## src/rtl/lsh_pkg.sv

```systemverilog
package lsh_pkg;
  // Source of a read result
  typedef enum logic [1:0] {
    SRC_UNREAD = 2'd0,
    SRC_REPEAT = 2'd1,
    SRC_LIVE   = 2'd2
  } rd_src_e;
endpackage

```

## src/rtl/lsh_capture.sv

```systemverilog
module lsh_capture #(
  parameter int STATE_W = 6
) (
  input  logic               clk,
  input  logic               rst_n,
  input  logic               rec_en,
  input  logic [STATE_W-1:0] link_state,
  output logic               wr_fire,
  output logic               restart,
  output logic               has_entry,
  output logic [STATE_W-1:0] last_state
);
  logic               en_q, en_d;
  logic               has_d;
  logic [STATE_W-1:0] last_d;

  always_comb begin
    restart = rec_en & ~en_q;
    wr_fire = rec_en & (restart | ~has_entry | (link_state != last_state));
    en_d    = rec_en;
    has_d   = has_entry | wr_fire;
    last_d  = wr_fire ? link_state : last_state;
  end

  always_ff @(posedge clk or negedge rst_n) begin
    if (!rst_n) begin
      en_q       <= 1'b0;
      has_entry  <= 1'b0;
      last_state <= '0;
    end else begin
      en_q      <= en_d;
      has_entry <= has_d;
      if (wr_fire) last_state <= last_d;
    end
  end


  off_hold_chk: assert property (@(posedge clk) disable iff (!rst_n)
    !rec_en |=> $stable(last_state));
endmodule

```

## src/rtl/lsh_ring.sv

```systemverilog
module lsh_ring #(
  parameter int DEPTH   = 8,
  parameter int ENTRY_W = 11
) (
  input  logic               clk,
  input  logic               rst_n,
  input  logic               wr_fire,
  input  logic               restart,
  input  logic               has_entry,
  input  logic [ENTRY_W-1:0] wr_entry,
  input  logic [ENTRY_W-1:0] live_entry,
  input  logic               rd_stb,
  output logic               buf_empty,
  output logic [ENTRY_W-1:0] rd_data
);
  import lsh_pkg::*;
  localparam int AW = (DEPTH > 1) ? $clog2(DEPTH) : 1;
  localparam int CW = AW + 1;
  localparam logic [CW-1:0] FULL = CW'(DEPTH);

  logic [ENTRY_W-1:0] mem [DEPTH];
  logic [AW-1:0]      wr_ptr, rd_ptr, wr_n, rd_n, base_wr, base_rd, rd_mid;
  logic [CW-1:0]      fill, fill_n, base_fill, fill_mid;
  logic               rd_pop;
  rd_src_e            src;
  logic [ENTRY_W-1:0] rd_n_data;

  always_comb begin
    buf_empty = (fill == '0);
    if (!buf_empty)     src = SRC_UNREAD;
    else if (has_entry) src = SRC_REPEAT;
    else                src = SRC_LIVE;
    case (src)
      SRC_UNREAD: rd_n_data = mem[rd_ptr];
      SRC_REPEAT: rd_n_data = mem[wr_ptr - AW'(1)];
      default:    rd_n_data = live_entry;
    endcase

    rd_pop    = rd_stb & ~buf_empty & ~restart;
    base_wr   = restart ? '0 : wr_ptr;
    base_rd   = restart ? '0 : rd_ptr;
    base_fill = restart ? '0 : fill;
    rd_mid    = base_rd + AW'(rd_pop);
    fill_mid  = base_fill - CW'(rd_pop);

    wr_n   = base_wr;
    rd_n   = rd_mid;
    fill_n = fill_mid;
    if (wr_fire) begin
      wr_n = base_wr + AW'(1);
      if (fill_mid == FULL) rd_n = rd_mid + AW'(1);
      else                  fill_n = fill_mid + CW'(1);
    end
  end

  for (genvar g = 0; g < DEPTH; g++) begin : g_slot
    always_ff @(posedge clk) begin
      if (wr_fire && (base_wr == AW'(g))) mem[g] <= wr_entry;
    end
  end

  always_ff @(posedge clk or negedge rst_n) begin
    if (!rst_n) begin
      wr_ptr  <= '0;
      rd_ptr  <= '0;
      fill    <= '0;
      rd_data <= '0;
    end else begin
      wr_ptr <= wr_n;
      rd_ptr <= rd_n;
      fill   <= fill_n;
      if (rd_stb) rd_data <= rd_n_data;
    end
  end


  fill_max_chk: assert property (@(posedge clk) disable iff (!rst_n)
    fill <= FULL);

  pop_cnt_chk: assert property (@(posedge clk) disable iff (!rst_n)
    (rd_stb && !wr_fire && !restart && fill != '0) |=> fill == $past(fill) - CW'(1));

  restart_clr_chk: assert property (@(posedge clk) disable iff (!rst_n)
    (restart && wr_fire) |=> (fill == CW'(1) && rd_ptr == '0));

  idle_ptr_chk: assert property (@(posedge clk) disable iff (!rst_n)
    (!wr_fire && !restart) |=> $stable(wr_ptr));
endmodule

```

## src/rtl/lsh_buffer.sv

```systemverilog
module lsh_buffer #(
  parameter int DEPTH   = 8,
  parameter int STATE_W = 6,
  parameter int RATE_W  = 3,
  parameter int SUB_W   = 2,
  localparam int ENTRY_W = STATE_W + RATE_W + SUB_W
) (
  input  logic               clk,
  input  logic               rst_n,
  input  logic               rec_en,
  input  logic [STATE_W-1:0] link_state,
  input  logic [RATE_W-1:0]  link_rate,
  input  logic [SUB_W-1:0]   link_sub,
  input  logic               rd_stb,
  output logic [ENTRY_W-1:0] rd_data
);
  logic               wr_fire, restart, has_entry, buf_empty;
  logic [STATE_W-1:0] last_state;
  logic [ENTRY_W-1:0] live_entry;

  assign live_entry = {link_sub, link_rate, link_state};

  lsh_capture #(.STATE_W(STATE_W)) u_cap (
    .clk(clk), .rst_n(rst_n), .rec_en(rec_en), .link_state(link_state),
    .wr_fire(wr_fire), .restart(restart), .has_entry(has_entry),
    .last_state(last_state)
  );

  lsh_ring #(.DEPTH(DEPTH), .ENTRY_W(ENTRY_W)) u_ring (
    .clk(clk), .rst_n(rst_n), .wr_fire(wr_fire), .restart(restart),
    .has_entry(has_entry), .wr_entry(live_entry), .live_entry(live_entry),
    .rd_stb(rd_stb), .buf_empty(buf_empty), .rd_data(rd_data)
  );


  repeat_last_chk: assert property (@(posedge clk) disable iff (!rst_n)
    (rd_stb && buf_empty && has_entry) |=> rd_data[STATE_W-1:0] == $past(last_state));

  live_read_chk: assert property (@(posedge clk) disable iff (!rst_n)
    (rd_stb && !has_entry) |=> rd_data == $past(live_entry));

  no_cap_off_chk: assert property (@(posedge clk) disable iff (!rst_n)
    !rec_en |-> !wr_fire);
endmodule

```

## config.mk

```make
export PLATFORM = sky130hd
export DESIGN_NAME = lsh_buffer
export DESIGN_NICKNAME = d
export VERILOG_FILES = /design/src/rtl/lsh_pkg.sv /design/src/rtl/lsh_capture.sv /design/src/rtl/lsh_ring.sv /design/src/rtl/lsh_buffer.sv
export SDC_FILE = /design/constraint.sdc
export NUM_CORES = 1
export LEC_CHECK = 0
export BUFFER_PORTS_ARGS = -buffer_cell sky130_fd_sc_hd__buf_2
export CAP_MARGIN = 20
export CORE_ASPECT_RATIO = 1.25
export CORE_MARGIN = 10
export CORE_UTILIZATION = 45
export DETAILED_ROUTE_END_ITERATION = 7
export PLACE_DENSITY = 0.6
export SETUP_SLACK_MARGIN = 0.05
export SKIP_CTS_REPAIR_TIMING = 1
export SLEW_MARGIN = 20
export SYNTH_ARGS = -nofsm -noshare
export SYNTH_HDL_FRONTEND = slang
export SYNTH_SLANG_ARGS = --single-unit
```

## constraint.sdc

```tcl
create_clock -name clk -period 3.35 [get_ports clk]
set_input_delay 0.1675 -clock clk [delete_from_list [all_inputs] [get_ports clk]]
set_output_delay 0.1675 -clock clk [all_outputs]
set_load 0.005 [all_outputs]
```

* Word level (Yosys, flattened, before mapping)
Memories as Yosys holds them, arrays and structs flattened.
Cells that the tools add are included.
** Word-level totals
- Bits in registers :: 29
- Bits in latches :: 0
- Memory bits (writable) :: 88
- Memory bits (read-only) :: 0
- Output and inout bits :: 11
- Logic and storage cells :: 101
- Memories kept :: 1
** Operators by class
- $add $sub $neg :: 6
- Multiply operators :: 0
- Divide/modulo/power cells :: 0
- Order comparisons :: 0
- Equal/unequal tests :: 10
- Shifts and indexed selects :: 0
- Mux-type cells :: 48
- Bitwise logic cells :: 11
- Reductions and logical operators :: 18
** Memory list
- u_ring.mem :: words 8, width 11, rd ports 2, clocked after Yosys merged registers in 0, write ports 1, RTL line lsh_ring.sv:21 : logic [ENTRY_W-1:0] mem [DEPTH];
** Operator list (count)
- 11-bit 2-to-1 mux :: 7
- 11-bit OR reduction :: 7
- 3-bit 2-to-1 mux :: 12
- 1-bit 2-to-1 mux :: 23
- 11-bit one-hot mux with 2 select lines :: 1
- 3-bit equality test, second input constant :: 4
- 4-bit 2-to-1 mux :: 3
- 1-bit logical AND :: 8
- 3-bit by 1-bit adder with 3-bit output, second input constant :: 2
- 3-bit by 2-bit equality test with 1-bit output, second input constant :: 2
- 6-bit != test :: 1
- 4-bit by 1-bit adder with 4-bit output, second input constant :: 1
- 1-bit AND :: 4
- 4-bit equality test, second input constant :: 1
- 4-bit zero test :: 1
- 2-bit 2-to-1 mux :: 2
- 1-bit inverter :: 4
- 4-bit by 1-bit subtractor with 4-bit output :: 1
- 3-bit by 1-bit adder with 3-bit output :: 1
- 3-bit by 1-bit equality test with 1-bit output, second input constant :: 1
- 3-bit zero test :: 1
- 1-bit OR :: 3
- 3-bit by 1-bit subtractor with 3-bit output, second input constant :: 1
- 2-bit by 1-bit equality test with 1-bit output, second input constant :: 1
- 2-bit zero test :: 1

* Logic depth before layout (Yosys ltp)
- Word-level depth :: 16
- Mapped depth :: 12
- Mapped depth without buffers :: 10

* Modules after synthesis
A second synthesis with hierarchy kept.
** Second synthesis, totals
- Cell total of the unflattened synthesis :: 402
- Area total of the unflattened synthesis :: 5826.8 sq um
** By module, submodules not included
- lsh_ring :: times used 1, cells an instance 376, area an instance 5467.7 sq um, sequential area each 3168.0 sq um
- lsh_capture :: times used 1, cells an instance 26, area an instance 359.1 sq um, sequential area each 200.2 sq um

* Least setup slack after synthesis
OpenSTA, ideal clock, no wires.
- Path kind :: register to register
- Start point :: reg u_ring.fill[1]
- End point :: reg u_ring.rd_ptr[1]
- Arrival :: 2.606 ns
- Path slack :: 0.619 ns
- Cell stages (with the launch flop) :: 10
- Buffers on the path :: 1
- Clock period less this slack :: 2.731 ns
- Path through :: dfrtp_1 -> nor4_2 -> clkbuf_1 -> nor2_1 -> ha_1 -> xor2_1 -> ha_1 -> nand4_1 -> nor2_2 -> mux2_4
** On the way
- Longest elaborated chain between the ends :: 8
- Elaborated cells on any way between the ends :: 11
** Ends and longest elaborated chain
- from (decl) :: RTL line lsh_ring.sv:23 : logic [CW-1:0] fill, fill_n, base_fill, fill_mid;
- from (signal assigned) :: RTL line lsh_ring.sv:71 : fill <= fill_n;
- 4-bit zero test :: RTL line lsh_ring.sv:29 : buf_empty = (fill == '0);
- 1-bit inverter :: RTL line lsh_ring.sv:39 : rd_pop = rd_stb & ~buf_empty & ~restart;
- 1-bit AND (2 in series) :: RTL line lsh_ring.sv:39
- 3-bit by 1-bit adder with 3-bit output / 4-bit by 1-bit subtractor with 4-bit output (equally long branches) :: RTL line lsh_ring.sv:43, lsh_ring.sv:44
- 3-bit by 1-bit adder with 3-bit output / 4-bit equality test (equally long branches) :: RTL line lsh_ring.sv:51 : if (fill_mid == FULL) rd_n = rd_mid + AW'(1);
- 3-bit 2-to-1 mux :: RTL line lsh_ring.sv:51
- 3-bit 2-to-1 mux * :: RTL line lsh_ring.sv:49 : if (wr_fire) begin
- net u_ring.rd_n[1] :: RTL line lsh_ring.sv:22 : logic [AW-1:0] wr_ptr, rd_ptr, wr_n, rd_n, base_wr, base_rd, rd_mid;
- to (signal assigned) :: RTL line lsh_ring.sv:70 : rd_ptr <= rd_n;
- to (decl) :: RTL line lsh_ring.sv:22
The timed path passes the listed nets; every way through them passes the cells marked *.
A chain may end at the register's enable or synchronous reset.

* Final worst setup path
- Start point :: reg u_cap.en_q
- End point :: reg u_ring.rd_ptr[1]
** On the way
- Longest elaborated chain between the ends :: 8
- Elaborated cells on any way between the ends :: 15
** Ends and longest elaborated chain
- from (decl) :: RTL line lsh_capture.sv:13 : logic en_q, en_d;
- from (signal assigned) :: RTL line lsh_capture.sv:31 : en_q <= en_d;
- 1-bit inverter * :: RTL line lsh_capture.sv:18 : restart = rec_en & ~en_q;
- 1-bit AND * :: RTL line lsh_capture.sv:18
- 1-bit inverter :: RTL line lsh_ring.sv:39
- 1-bit AND :: RTL line lsh_ring.sv:39
- 3-bit by 1-bit adder with 3-bit output / 4-bit by 1-bit subtractor with 4-bit output (equally long branches) :: RTL line lsh_ring.sv:43, lsh_ring.sv:44
- 3-bit by 1-bit adder with 3-bit output / 4-bit equality test (equally long branches) :: RTL line lsh_ring.sv:51
- 3-bit 2-to-1 mux :: RTL line lsh_ring.sv:51
- 3-bit 2-to-1 mux * :: RTL line lsh_ring.sv:49
- net u_ring.rd_n[1] :: RTL line lsh_ring.sv:22
Marks and branches as above.

==> Implementation_results.wiki <==
{| class="wikitable"
! Metric !! Value
|-
| Relative slew slack || ~48%
|-
| Residual antenna-violating net count after detailed routing || 0
|-
| CTS tree || yes
|-
| Vias after detailed routing || roughly 3,600
|-
| Number of clock sinks seen by CTS || ~120
|-
| Vias in the first global route || approximately 3,700
|-
| Post-placement cell count || a little under 600
|-
| Part of the Yosys area used for sequential elements || slightly below 60%
|-
| Final WL || 13.56 mm
|-
| Largest stage delay, worst path || 390 ps
|-
| Overall Global Routing Usage || ~16%
|-
| Worst-path maximum fanout || 14
|-
| Post-detailed-route DRC marker count || 0
|-
| Number of distinct library cells after synthesis || 39
|-
| Critical path buffers and inverters || 0
|-
| Area share of the largest cell type after synthesis || 45.90%
|-
| Start-to-end type of the worst setup path || reg -> reg
|-
| Clock skew after layout || between 5 and 6 ps
|-
| Endpoints failing setup || 0
|-
| Fraction of registers with async set/reset || approximately 25%
|-
| Synthesis warning total || 0
|-
| Synth Net Count || between 400 and 500
|-
| Clock Latency Late Sink || 400 ps
|-
| EDFF count, synth || 88
|-
| Number of I/O pins || 26
|-
| Cell family contributing the most delay on the critical path || simple AND/OR/NAND/NOR gates
|-
| Most frequent cells after synthesis || 88 x sky130_fd_sc_hd__edfxtp_1, 45 x sky130_fd_sc_hd__mux2i_1, 29 x sky130_fd_sc_hd__dfrtp_1
|-
| Total of flip-flops plus latches after synthesis || between 100 and 150
|-
| CTS H-tree lvls || 4
|-
| Clock tree buffer depth || 2
|-
| Post-synthesis area per instance || ~14 sq um
|-
| Worst slew pin tran || about 780 ps
|-
| Worst min path class || in -> reg
|-
| Sum of internal, switching and leakage power || approximately 6 mW
|-
| Setup repair after global routing missed its margin || no
|-
| Power per cell area || ~870 nW/um^2
|-
| Slowest stage cell, crit path || sky130_fd_sc_hd__nand2b_1
|-
| Final number of hold-violating endpoints || 0
|-
| Peak VDD IR || roughly 0.57 mV
|-
| Top FF cell, synth || sky130_fd_sc_hd__edfxtp_1
|-
| Sum of net half-perimeters after detailed placement || about 9 mm
|-
| Length of the first detailed-routing pass in iterations || 5
|-
| Net count reported at finish || 461
|-
| Leak Pwr || around 2.5 nW
|-
| Floorplan die area || 17,750 sq um
|-
| Fillcell total || ~1,100
|-
| Maximum number of pins on one net before global-route repair || 30
|-
| Core region area || 12,600 sq um
|-
| Cell taking the most area after synthesis || sky130_fd_sc_hd__edfxtp_1
|-
| Cell types occupying the most area after synthesis || sky130_fd_sc_hd__edfxtp_1 46%, sky130_fd_sc_hd__dfrtp_1 13%, sky130_fd_sc_hd__mux4_2 8.6%
|-
| Number of I/O port buffers || 25
|-
| Sum Neg Setup Slack || 0 ps
|-
| Final routed wire length divided by cell count || between 20 and 25 um
|-
| Initial core utilization || between 40% and 50%
|-
| Final-report max-slew violation count || 0
|-
| WP data arrival || ~2900 ps
|-
| Global placement routability congestion || just over 0.8
|-
| Final worst path period need || about 2600 ps
|-
| First-pass GRT wire length || 21.26 mm
|-
| Endpoint type of the worst setup path || flip-flop
|-
| Total CTS buffers || 17
|-
| Antenna diode instance count || 0
|-
| CTS Root Buffer Type || sky130_fd_sc_hd__clkbuf_16
|-
| Status || completed
|-
| Achievable clock frequency || between 0.3 and 0.4 GHz
|-
| List of cells traversed by the critical path || nand2b_1, nand2_1, nor2_1, ha_1, xor2_1, ha_1, nand4_1, nor2_2, mux2_4
|-
| Most repeated library cell on the critical path || sky130_fd_sc_hd__ha_1
|-
| Overflow left after global routing || 0
|-
| Die X-Extent || 121.2 um
|-
| Post-route cell area || approximately 6700 sq um
|-
| Vertical extent of the die || 146.5 um
|-
| Post-route fraction of the period consumed by the critical path || between 70% and 80%
|-
| Post-place setup slack || 758.1 ps
|-
| Area growth syn-to-layout || 16.30%
|-
| Max-cap violations || 0
|-
| Non-filler instance count after layout || a little over 600
|-
| Standard-cell rows || 46
|-
| Syn Std Cell Area || about 5800 sq um
|-
| Cells after synthesis || around 400
|-
| Post-placement cell area || 6065 sq um
|-
| Antenna violations before repair || 0
|-
| Clk slew on worst S/H paths || about 50 ps
|-
| Most common cell in the netlist || sky130_fd_sc_hd__edfxtp_1
|-
| Iteration-0 DRC count of the detailed router || 295
|-
| Required time of the worst setup path || approximately 3600 ps
|-
| Worst Setup Start Kind || flip-flop
|-
| Layout cells sized above 1 || 21.57%
|-
| Routed vias/inst || 5.848
|-
| Worst Slack Setup Final || ~800 ps
|}
worst reg2reg max path, cell delays in order, from the launching register on:
cell                       delay, ps
sky130_fd_sc_hd__dfrtp_1         340
sky130_fd_sc_hd__nand2b_1        390
sky130_fd_sc_hd__nand2_1         110
sky130_fd_sc_hd__nor2_1          220
sky130_fd_sc_hd__ha_1            220
sky130_fd_sc_hd__xor2_1          260
sky130_fd_sc_hd__ha_1            200
sky130_fd_sc_hd__nand4_1         180
sky130_fd_sc_hd__nor2_2          210
sky130_fd_sc_hd__mux2_4          310
where the power goes:
part | internal [mW] | switching, mW | total (mW)
logic | 0.893 | 1.05 | 1.94
registers | 1.79 | 0.209 | 2.00
clock network | 1.31 | 0.606 | 1.91
through the flow:
step / utilization (%) / hold slack (ps)
3_5_place_dp: 48.11 / 297.7
4_1_cts: 53.04 / -134.1
5_1_grt: 53.12 / 6.338
2_1_floorplan: - / -128.1
3_3_place_gp: 48.11 / 287.6
6_report: 53.12 / 21.32
logic make-up after synthesis:
family                   share of synthesized area [%]
flip-flops                                       58.51
buffers and inverters                            2.999
XOR/XNOR                                         2.282
adder cells (fa/ha/maj)                          3.043
multiplexers                                     18.06
AND/OR/NAND/NOR                                  6.846
AO/OA/AOI/OAI                                    8.259
layout make-up:
| cell class | count | area (sq um) | share of cell area [%] |
|---|---|---|---|
| Sequential cell | 117 | 3369 | 50.33 |
| Multi-Input combinational cell | 242 | 2225 | 33.23 |
| Clock buffer | 20 | 436.7 | 6.522 |
| Tap cell | 168 | 210.2 | 3.140 |
| Timing Repair Buffer | 34 | 195.2 | 2.915 |
| Clock inverter | 12 | 183.9 | 2.747 |
| Inverter | 20 | 75.07 | 1.121 |
cells in the final DEF, fill, tap and decap left out, types with 4 or more instances in the layout:
cell type and n:
sky130_fd_sc_hd__mux4_2 22, sky130_fd_sc_hd__nand3_1 8, sky130_fd_sc_hd__a211oi_1 7, sky130_fd_sc_hd__nand2_1 26
sky130_fd_sc_hd__o22ai_1 8, sky130_fd_sc_hd__mux2i_1 45, sky130_fd_sc_hd__clkbuf_16 17, sky130_fd_sc_hd__a221oi_1 8
sky130_fd_sc_hd__a22o_1 7, sky130_fd_sc_hd__ha_1 14, sky130_fd_sc_hd__mux2_2 7, sky130_fd_sc_hd__a31oi_1 4
sky130_fd_sc_hd__a41oi_1 4, sky130_fd_sc_hd__and3_1 7, sky130_fd_sc_hd__edfxtp_1 88, sky130_fd_sc_hd__buf_2 25
sky130_fd_sc_hd__o221ai_1 7, sky130_fd_sc_hd__nor2_1 9, sky130_fd_sc_hd__nor2b_1 13, sky130_fd_sc_hd__inv_1 20
sky130_fd_sc_hd__a22oi_1 4, sky130_fd_sc_hd__buf_4 8, sky130_fd_sc_hd__bufinv_16 5, sky130_fd_sc_hd__xnor2_1 5
sky130_fd_sc_hd__and2_1 5, sky130_fd_sc_hd__o21ai_0 7, sky130_fd_sc_hd__dfrtp_1 28, sky130_fd_sc_hd__xor2_1 10
final timing paths:
kind,start,to,slack [ps],cells past startpoint
max in group asynchronous,rst_n,u_ring.rd_ptr[0],2450,2
min in group asynchronous,rst_n,u_ring.rd_data[0],370,2
setup / recovery,u_cap.en_q,u_ring.rd_ptr[1],780,9
hold reg to reg,u_ring.rd_data[6],u_ring.rd_data[6],520,2
hold / removal,rec_en,u_cap.en_q,20,1
setup reg to reg,u_cap.en_q,u_ring.rd_ptr[1],780,9
state kept, by name, summed over array words and instances, names as in the netlist:
register / cells
u_ring.rd_ptr: 3
u_cap.en_q: 1
u_ring.wr_ptr: 3
u_ring.rd_data: 11
u_cap.last_state: 6
u_cap.has_entry: 1
u_ring.fill: 4
u_ring.mem: 88
per-layer routing:
layer / global-route usage, % / vias up / wire length [um]
met4: 4.421 / 0 / 111
li1: - / 1629 / -
met5: 0 / - / 0
met3: 3.549 / 11 / 930
met1: 20.75 / 1810 / 5720
met2: 24.92 / 135 / 6800
(Power assumes the default switching activity.)
